## src/rtl/gpio_irq_pkg.sv

```systemverilog
package gpio_irq_pkg;

  localparam int unsigned ADDR_W     = 4;
  localparam int unsigned DATA_W     = 32;
  localparam int unsigned TRIG_W     = 3;
  localparam int unsigned NIBBLE_W   = 4;
  localparam int unsigned MAX_PINS   = 16;

  // Word addresses; software computes them as byte offset / 4.
  localparam logic [ADDR_W-1:0] A_ENABLE  = 4'h0;
  localparam logic [ADDR_W-1:0] A_STATUS  = 4'h1;
  localparam logic [ADDR_W-1:0] A_DISPLAY = 4'h2;
  localparam logic [ADDR_W-1:0] A_CLEAR   = 4'h3;
  localparam logic [ADDR_W-1:0] A_MSET    = 4'h4;
  localparam logic [ADDR_W-1:0] A_MCLR    = 4'h5;
  localparam logic [ADDR_W-1:0] A_OUT     = 4'h6;
  localparam logic [ADDR_W-1:0] A_IN      = 4'h7;
  localparam logic [ADDR_W-1:0] A_DIR     = 4'h8;
  localparam logic [ADDR_W-1:0] A_MODE0   = 4'h9;
  localparam logic [ADDR_W-1:0] A_MODE1   = 4'hA;
  localparam logic [ADDR_W-1:0] A_USESEL  = 4'hE;
  localparam logic [ADDR_W-1:0] A_SRST    = 4'hF;

  typedef enum logic [TRIG_W-1:0] {
    TRIG_FALL = 3'd0,
    TRIG_RISE = 3'd1,
    TRIG_LOW  = 3'd2,
    TRIG_HIGH = 3'd3,
    TRIG_BOTH = 3'd4
  } trig_e;

  // Detection for one pin from its current and previous synchronised sample.
  function automatic logic trig_hit(input logic [TRIG_W-1:0] code,
                                    input logic cur, input logic prev);
    logic h;
    case (code)
      TRIG_FALL: h = prev & ~cur;
      TRIG_RISE: h = ~prev & cur;
      TRIG_LOW:  h = ~cur;
      TRIG_HIGH: h = cur;
      TRIG_BOTH: h = prev ^ cur;
      default:   h = 1'b0;
    endcase
    return h;
  endfunction

endpackage

```

## src/rtl/gpio_in_sync.sv

```systemverilog
module gpio_in_sync #(
  parameter int unsigned W = 12
) (
  input  logic         clk,
  input  logic         rst,
  input  logic [W-1:0] d,
  output logic [W-1:0] cur,
  output logic [W-1:0] prev
);

  logic [W-1:0] meta_q;
  logic [W-1:0] cur_q;
  logic [W-1:0] prev_q;

  always_ff @(posedge clk) begin
    if (rst) begin
      meta_q <= '0;
      cur_q  <= '0;
      prev_q <= '0;
    end else begin
      meta_q <= d;
      cur_q  <= meta_q;
      prev_q <= cur_q;
    end
  end

  assign cur  = cur_q;
  assign prev = prev_q;

endmodule

```

## src/rtl/gpio_pin_detect.sv

```systemverilog
module gpio_pin_detect
  import gpio_irq_pkg::*;
(
  input  logic              clk,
  input  logic              rst,
  input  logic              en,
  input  logic              clr,
  input  logic [TRIG_W-1:0] code,
  input  logic              cur,
  input  logic              prev,
  output logic              hit,
  output logic              pend
);

  logic pend_q;

  assign hit = trig_hit(code, cur, prev);

  // A new detection takes priority over a clear in the same cycle.
  always_ff @(posedge clk) begin
    if (rst)
      pend_q <= 1'b0;
    else if (hit && en)
      pend_q <= 1'b1;
    else if (clr)
      pend_q <= 1'b0;
  end

  assign pend = pend_q;

endmodule

```

## src/rtl/gpio_cfg_regs.sv

```systemverilog
module gpio_cfg_regs
  import gpio_irq_pkg::*;
#(
  parameter int unsigned PIN_CNT = 12
) (
  input  logic                      clk,
  input  logic                      rst,
  input  logic                      wr,
  input  logic [ADDR_W-1:0]         addr,
  input  logic [DATA_W-1:0]         wdata,
  output logic [PIN_CNT-1:0]        en_q,
  output logic [PIN_CNT-1:0]        mask_q,
  output logic [PIN_CNT-1:0]        out_q,
  output logic [PIN_CNT-1:0]        dir_q,
  output logic [PIN_CNT-1:0]        usesel_q,
  output logic [PIN_CNT*TRIG_W-1:0] mode_flat,
  output logic [PIN_CNT-1:0]        clr_bits
);

  localparam int unsigned PER_WORD = DATA_W / NIBBLE_W;

  logic [PIN_CNT-1:0] wbits;
  logic               unused_wdata;

  assign wbits        = wdata[PIN_CNT-1:0];
  assign unused_wdata = ^wdata;

  function automatic logic sel(input logic [ADDR_W-1:0] a);
    return wr && (addr == a);
  endfunction

  assign clr_bits = sel(A_CLEAR) ? wbits : '0;

  always_ff @(posedge clk) begin
    if (rst) begin
      en_q     <= '0;
      mask_q   <= '1;
      out_q    <= '0;
      dir_q    <= '0;
      usesel_q <= '0;
    end else begin
      if (sel(A_ENABLE)) en_q     <= wbits;
      if (sel(A_OUT))    out_q    <= wbits;
      if (sel(A_DIR))    dir_q    <= wbits;
      if (sel(A_USESEL)) usesel_q <= wbits;
      if (sel(A_MSET))
        mask_q <= mask_q | wbits;
      else if (sel(A_MCLR))
        mask_q <= mask_q & ~wbits;
    end
  end

  for (genvar n = 0; n < PIN_CNT; n++) begin : g_mode
    localparam logic [ADDR_W-1:0] W_ADDR = (n < PER_WORD) ? A_MODE0 : A_MODE1;
    localparam int unsigned       LSB    = NIBBLE_W * (n % PER_WORD);
    logic [TRIG_W-1:0] code_q;

    always_ff @(posedge clk) begin
      if (rst)
        code_q <= '0;
      else if (sel(W_ADDR))
        code_q <= wdata[LSB +: TRIG_W];
    end

    assign mode_flat[TRIG_W*n +: TRIG_W] = code_q;
  end

endmodule

```

## src/rtl/gpio_irq_ctrl.sv

```systemverilog
module gpio_irq_ctrl
  import gpio_irq_pkg::*;
#(
  parameter int unsigned PIN_CNT = 12
) (
  input  logic               clk,
  input  logic               rst,
  input  logic               bus_wr,
  input  logic               bus_rd,
  input  logic [3:0]         bus_addr,
  input  logic [31:0]        bus_wdata,
  output logic [31:0]        bus_rdata,
  input  logic [PIN_CNT-1:0] pin_in,
  output logic [PIN_CNT-1:0] pin_out,
  output logic [PIN_CNT-1:0] pin_oe,
  output logic               irq_out
);

  localparam int unsigned MODE_CAT_W = MAX_PINS * NIBBLE_W;

  logic                      soft_q;
  logic                      core_rst;
  logic [PIN_CNT-1:0]        en_q, mask_q, out_q, dir_q, usesel_q, clr_bits;
  logic [PIN_CNT*TRIG_W-1:0] mode_flat;
  logic [PIN_CNT-1:0]        cur_vec, prev_vec, hit_vec, pend_vec;
  logic [PIN_CNT-1:0]        live_vec;
  logic [MODE_CAT_W-1:0]     mode_cat;
  logic [31:0]               rd_mux;
  logic [31:0]               rdata_q;
  logic                      irq_q;

  // Soft-reset hold bit answers only to the hard reset.
  always_ff @(posedge clk) begin
    if (rst)
      soft_q <= 1'b0;
    else if (bus_wr && bus_addr == A_SRST)
      soft_q <= bus_wdata[0];
  end

  assign core_rst = rst | soft_q;

  gpio_cfg_regs #(.PIN_CNT(PIN_CNT)) u_cfg (
    .clk       (clk),
    .rst       (core_rst),
    .wr        (bus_wr),
    .addr      (bus_addr),
    .wdata     (bus_wdata),
    .en_q      (en_q),
    .mask_q    (mask_q),
    .out_q     (out_q),
    .dir_q     (dir_q),
    .usesel_q  (usesel_q),
    .mode_flat (mode_flat),
    .clr_bits  (clr_bits)
  );

  gpio_in_sync #(.W(PIN_CNT)) u_sync (
    .clk  (clk),
    .rst  (core_rst),
    .d    (pin_in),
    .cur  (cur_vec),
    .prev (prev_vec)
  );

  for (genvar n = 0; n < PIN_CNT; n++) begin : g_pin
    gpio_pin_detect u_det (
      .clk  (clk),
      .rst  (core_rst),
      .en   (en_q[n]),
      .clr  (clr_bits[n]),
      .code (mode_flat[TRIG_W*n +: TRIG_W]),
      .cur  (cur_vec[n]),
      .prev (prev_vec[n]),
      .hit  (hit_vec[n]),
      .pend (pend_vec[n])
    );
  end

  assign live_vec = pend_vec & ~mask_q;

  always_comb begin
    mode_cat = '0;
    for (int n = 0; n < PIN_CNT; n++)
      mode_cat[NIBBLE_W*n +: TRIG_W] = mode_flat[TRIG_W*n +: TRIG_W];
  end

  always_comb begin
    case (bus_addr)
      A_ENABLE:  rd_mux = 32'(en_q);
      A_STATUS:  rd_mux = 32'(live_vec);
      A_DISPLAY: rd_mux = 32'(pend_vec);
      A_MSET:    rd_mux = 32'(mask_q);
      A_OUT:     rd_mux = 32'(out_q);
      A_IN:      rd_mux = 32'(cur_vec);
      A_DIR:     rd_mux = 32'(dir_q);
      A_MODE0:   rd_mux = mode_cat[31:0];
      A_MODE1:   rd_mux = mode_cat[63:32];
      A_USESEL:  rd_mux = 32'(usesel_q);
      A_SRST:    rd_mux = {31'b0, soft_q};
      default:   rd_mux = '0;
    endcase
  end

  always_ff @(posedge clk) begin
    if (rst)
      rdata_q <= '0;
    else if (bus_rd)
      rdata_q <= rd_mux;
  end

  always_ff @(posedge clk) begin
    if (core_rst)
      irq_q <= 1'b0;
    else
      irq_q <= |live_vec;
  end

  assign bus_rdata = rdata_q;
  assign irq_out   = irq_q;
  assign pin_out   = out_q;
  assign pin_oe    = dir_q;

endmodule

```

## config.mk

```make
export PLATFORM = sky130hd
export DESIGN_NAME = gpio_irq_ctrl
export DESIGN_NICKNAME = d
export VERILOG_FILES = /design/src/rtl/gpio_irq_pkg.sv /design/src/rtl/gpio_in_sync.sv /design/src/rtl/gpio_pin_detect.sv /design/src/rtl/gpio_cfg_regs.sv /design/src/rtl/gpio_irq_ctrl.sv
export SDC_FILE = /design/constraint.sdc
export NUM_CORES = 1
export LEC_CHECK = 0
export BUFFER_PORTS_ARGS = -buffer_cell sky130_fd_sc_hd__buf_2
export CAP_MARGIN = 15
export CORE_UTILIZATION = 59
export CTS_BUF_LIST = sky130_fd_sc_hd__clkbuf_16
export DETAILED_ROUTE_END_ITERATION = 16
export PLACE_DENSITY = 0.81
export SKIP_LAST_GASP = 1
export SLEW_MARGIN = 20
export SYNTH_ARGS = -nofsm -noshare
export SYNTH_HDL_FRONTEND = slang
export SYNTH_HIERARCHICAL = 1
export SYNTH_SLANG_ARGS = --single-unit
export TNS_END_PERCENT = 10
```

## constraint.sdc

```tcl
create_clock -name clk -period 1.81 [get_ports clk]
set_clock_uncertainty 0.1 [all_clocks]
set_input_delay 0.362 -clock clk [delete_from_list [all_inputs] [get_ports clk]]
set_output_delay 0.362 -clock clk [all_outputs]
set_load 0.05 [all_outputs]
```

==> metrics.txt, run 1 <==
Critical Path Start Type=register; data required time at the worst endpoint=2.01 ns; worst setup margin=between 0.02 and 0.025 ns; max FFs per register=36; cell internal pwr=6.26 mW; part of the power in combinational logic=0.100; largest net degree at the start of global routing=48; slew of the pin with the lowest slew margin=0.690 ns; floorplan die width=124 um; fill cell total of the finished layout=1088; number of antenna violations at the first check in global routing=0; number of buffers inserted during clock tree synthesis=17; Global Route Usage Sum=0.311; fraction of layout instances using a drive strength above 1=0.224; Post-Syn Area per Cell=9.73 sq um; peak clock frequency supported by timing=560 MHz; type of element capturing the critical path=register; IR Drop Worst-Case VDD=a little under 0.7 mV; final global-route overflow total=0; drt initial violations=approximately 730; Worst Hold Slack=0.0429 ns; number of hold-repair buffers added at the cts stage=0; Inserted Diodes=0; # port buffers=just under 100; number of sinks handled by clock tree synthesis=173; total setup buffers inserted after CTS=0; number of nets with antenna violations after detailed routing=0; via count of the first global-routing pass=~7300; area of the core region=roughly 15000 sq um; Cell Count, Final, Fillers Out=1249; Reg with most FFs=u_cfg/g_mode.code_q; area grow syn2layout=19.3%; Maximum Capacitance Violations=0; count of synthesis-stage warnings from yosys=6; tightest slew margin relative to the limit=0.528; portion of total power attributed to the clock network=0.426; initial standard-cell utilization of the core=0.605; DP HPWL=17200 um; total wire length after detailed routing=23900 um; switching power of the nets=a little over 2 mW; static power due to leakage=4.50 nW; time the final worst path needs with I/O delays and setup=1.79 ns; pre-CTS setup slack=-0.226 ns; via count=roughly 7400; number of nets in the final layout=1128; Root Driver=clkbuf_16; net switching fraction of the power=0.248; number of iterations in the first detailed-routing pass=5; number of buffers between clock root and the deepest sink=2; CTS H-tree depth=4; cell count after synthesis=908; # placed instances=1217; gp weighted congestion=0.959; number of max-slew violations in the final report=0; CTS tree=yes; maximum fanout along the worst path=3; Core Rows=44; Worst Path Arrival=slightly below 2 ns; total standard cell area after synthesis=roughly 8800 sq um; fin crit share=0.987; final hold vios=0; area of the die=15500 sq um; Hold/Removal Path Class=primary input to register; setup repair after global routing missed its margin=true; worst skew pair latency=0.43 ns; register clock-pin slew on the reported worst setup and hold paths=0.07 ns; number of top-level design ports=109; final setup violating endpoints=0; relative contribution of sequential cells to total power=0.473; setup TNS=0 ns; first-pass GRT wire length=roughly 38000 um; Wirelength per Cell=19.2 um; post-cts repair resize count=0; die outline height=124 um; combined area of the multi-input logic cells=between 4000 and 5000 sq um; WS Path Type=register to register; remaining design rule violation count=0; total power per unit cell area=between 700 and 800 nW/um^2; area taken by flip-flops and latches=3460 sq um; vias per std cell=between 5 and 6; run status=completed
[area by class of cell]
class / instances / area share
Clock buffer: 17 / 0.0404
Clock inverter: 15 / 0.0140
Inverter: 31 / 0.0110
Multi-Input combinational cell: 647 / 0.463
Sequential cell: 173 / 0.329
Tap cell: 184 / 0.0219
Timing Repair Buffer: 182 / 0.121
[final timing paths]
check	from	endpoint	slack, ns	cells after the start
worst max-delay path	u_cfg/out_q[1]	bus_rdata[1]	0.02	5
worst min register to register	u_sync/meta_q[5]	u_sync/cur[5]	0.32	1
worst max register to register	u_cfg/out_q[1]	bus_rdata[1]	0.02	5
worst min-delay path	pin_in[6]	u_sync/meta_q[6]	0.04	2
[power by group through the flow]
| stage | Sequential (mW) | Clock, mW | Combinational [mW] |
|---|---|---|---|
| 2_1_floorplan | 4.04 | 0 | 0.471 |
| 3_3_place_gp | 4.02 | 0 | 0.800 |
| 3_5_place_dp | 4.02 | 0 | 0.813 |
| 4_1_cts | 3.93 | 3.60 | 0.822 |
| 5_1_grt | 3.94 | 3.76 | 0.889 |
| 6_report | 3.94 | 3.55 | 0.833 |
[metrics by stage]
| stage | power, mW | cell area, sq um | utilization |
|---|---|---|---|
| floorplan | 4.52 | 8850 | - |
| CTS | 8.36 | 10500 | 0.722 |
| finish | 8.32 | 10500 | 0.722 |
| global placement | 4.82 | 9960 | 0.683 |
| global route | 8.59 | 10500 | 0.722 |
| detailed placement | 4.83 | 9960 | 0.683 |
[routing by layer]
metal	up-vias	track usage	routed length [um]
met5	-	0	0
met4	0	0.148	1040
met3	82	0.0756	1660
met2	303	0.501	11300
met1	3582	0.391	9960
li1	3479	-	-
[placed cells by master (no fill, tap or decap), types with 13 or more instances in the layout]
cell / n
dfxtp_1: 172
nand2b_1: 126
buf_2: 98
mux2i_1: 88
buf_4: 72
nor2b_1: 59
nor2_1: 41
inv_1: 31
a21oi_1: 27
nand2_1: 24
ha_1: 24
a22oi_1: 23
mux2_1: 23
nand3b_1: 23
clkbuf_16: 17
and2_1: 14
a31oi_1: 14
a211oi_1: 14
xnor2_1: 13
[worst max-delay path, stage by stage (launching register included)]
cell     delay (ns)
dfxtp_1        0.35
mux2_1         0.29
a32o_1         0.26
nor4_1         0.41
buf_4          0.20
o31ai_1        0.06
No activity file was read; power rests on OpenSTA's default activity.
==> inputs of run 2 (changes only) <==
--- a/config.mk
+++ b/config.mk
@@ -11,6 +11,7 @@
 export CTS_BUF_LIST = sky130_fd_sc_hd__clkbuf_16
 export DETAILED_ROUTE_END_ITERATION = 16
 export PLACE_DENSITY = 0.81
+export RECOVER_POWER = 100
 export SKIP_LAST_GASP = 1
 export SLEW_MARGIN = 20
 export SYNTH_ARGS = -nofsm -noshare
==> run 2 against run 1 <==
Compared with the run above:
- clock power about the same
- the run now ends with negative setup slack left
- non-clock buffer count unchanged
- highest routed layer unchanged
- via count decreased by 0.55%
- register-to-register slack got worse by 0.05 ns
- global-route usage unchanged
- largest power group unchanged
- die area unchanged
- combinational power decreased by 2.5%
- critical path type unchanged
- critical endpoint unchanged
- critical path depth unchanged
- first-iteration DRC count decreased by 5.1%
- core utilization decreased by 0.81 points
==> metrics.txt, run 2 (synthesis results as in run 1) <==
gp weighted congestion=0.959; drt initial violations=691; Root Driver=clkbuf_16; number of buffers between clock root and the deepest sink=2; final hold vios=0; failing checks=negative setup slack; max FFs per register=36; maximum fanout along the worst path=3; data required time at the worst endpoint=2.00 ns; number of antenna violations at the first check in global routing=0; number of sinks handled by clock tree synthesis=173; Maximum Capacitance Violations=0; tightest slew margin relative to the limit=0.547; Reg with most FFs=u_cfg/g_mode.code_q; Inserted Diodes=0; most common library cell in the layout ignoring fill and taps=dfxtp_1; combined area of the multi-input logic cells=4840 sq um; fill cell total of the finished layout=1109; post-route cell area=10400 sq um; total cell area at the placement stage=9960 sq um; core utilization of the finished layout=0.714; die outline height=124 um; Core Rows=44; # port buffers=98; final global-route overflow total=0; count of cell instances traversed by the critical path=5; area grow syn2layout=17.9%; Hold/Removal Path Class=primary input to register; Hold Path Origin=pin_in[6]; number of buffers inserted during clock tree synthesis=17; total power per unit cell area=798 nW/um^2; type of element capturing the critical path=register; final setup violating endpoints=2; worst skew pair latency=between 0.4 and 0.5 ns; run status=finished, violations left; first-pass GRT wire length=roughly 38000 um; relative contribution of sequential cells to total power=0.474; Worst Hold Slack=0.0475 ns; number of top-level design ports=109; part of the power in combinational logic=0.098; r2r startpoint=u_cfg/out_q[1]; register clock-pin slew on the reported worst setup and hold paths=0.07 ns; series of cell instances along the critical path=mux2_1 > a32o_1 > nor4_1 > buf_4 > o31ai_1; switching power of the nets=approximately 2.1 mW; area taken by flip-flops and latches=3460 sq um; setup repair after global routing missed its margin=true; number of hold-repair buffers added at the cts stage=0; cell internal pwr=6.24 mW; fin crit share=1.02; vias per std cell=5.93; Worst Path Arrival=just over 2 ns; crit path max-delay cell type=nor4_1; largest net degree at the start of global routing=48; CTS tree=yes; # placed instances=1217; setup TNS=-0.0457 ns; Critical Path Start Type=register; via count of the first global-routing pass=7250; Global Route Usage Sum=0.311; number of nets with antenna violations after detailed routing=0; DP HPWL=17200 um; net switching fraction of the power=0.249; pre-CTS setup slack=-0.226 ns; time the final worst path needs with I/O delays and setup=1.84 ns; portion of total power attributed to the clock network=0.428; Wirelength per Cell=about 19 um; WS Path Type=register to register; cell depth of the worst hold path=2; initial standard-cell utilization of the core=0.605; count of buffer and inverter cells on the critical path=1; capture endpoint of the worst hold path=u_sync/meta_q[6]; Cell Count, Final, Fillers Out=around 1200; floorplan die width=124 um; total wire length after detailed routing=23900 um; worst setup margin=-0.0285 ns; static power due to leakage=4.39 nW; slew of the pin with the lowest slew margin=0.663 ns; peak clock frequency supported by timing=approximately 540 MHz; number of iterations in the first detailed-routing pass=6; fraction of layout instances using a drive strength above 1=0.216; r2r endpoint=bus_rdata[1]; Worst Reg-to-Reg Cells=5; CP top delay family=simple AND/OR/NAND/NOR gates; most frequent cells in the layout=dfxtp_1, nand2b_1, mux2i_1, buf_4; IR Drop Worst-Case VDD=0.698 mV; area of the die=about 15000 sq um; area of the core region=14600 sq um; remaining design rule violation count=0; largest incremental delay on the critical path=0.44 ns; via count=around 7400; CTS H-tree depth=4; number of max-slew violations in the final report=0; Worst R2R Setup Slack=-0.03 ns; final total power=8.31 mW; number of nets in the final layout=~1100
run 2: changes by cell type in the layout (fill, tap and decap cells not counted), moves of 2 or more:
cell,previous run,this run
clkbuf_2,0,59
buf_2,98,46
buf_4,72,64
clkbuf_1,0,5
buf_12,12,8
and2_0,0,2
and2_1,14,12
run 2: repair_timing:
action | CTS | global route
resized for setup | 0 | 1
setup endpoints to repair | 0 | 4
buffers inserted | 0 | 0
run 2: worst max path at each step:
stage / slack (ns) / endpoint / from
4_1_cts: 0.06 / bus_rdata[1] / u_cfg/out_q[1]
5_1_grt: -0.05 / g_pin[0].u_det/pend / u_sync/cur[0]
3_3_place_gp: -0.24 / bus_rdata[1] / bus_addr[3]
3_5_place_dp: -0.23 / bus_rdata[1] / bus_addr[3]
2_1_floorplan: 0.13 / register / rst
6_report: -0.03 / bus_rdata[1] / u_cfg/out_q[1]
run 2: area by class of cell:
class	instances	area share
flip-flops and latches	173	0.333
well taps	184	0.0221
clock inverters	15	0.0142
inverters	31	0.0112
clock buffers	17	0.0409
repair buffers	182	0.114
multi-input cells	647	0.465
run 2: power by group through the flow:
stage	clock [mW]	combinational (mW)	sequential (mW)
after CTS	3.60	0.822	3.93
after global placement	0	0.800	4.02
after detailed placement	0	0.813	4.02
after global routing	3.76	0.869	3.94
final	3.56	0.812	3.94
after floorplan	0	0.471	4.04
run 2: per-layer routing:
| metal | track usage | vias up | wire, um |
|---|---|---|---|
| met3 | 0.0756 | 70 | 1630 |
| met5 | 0 | - | 0 |
| met4 | 0.148 | 0 | 972 |
| met1 | 0.391 | 3544 | 10000 |
| li1 | - | 3484 | - |
| met2 | 0.501 | 307 | 11300 |
run 2: worst reg2reg max path, delay by kind of cell (launching register included):
kind | cells | cell delay [ns]
compound gates | 2 | 0.32
buf+inv | 1 | 0.20
flops | 1 | 0.35
mux | 1 | 0.31
simple gates | 1 | 0.44
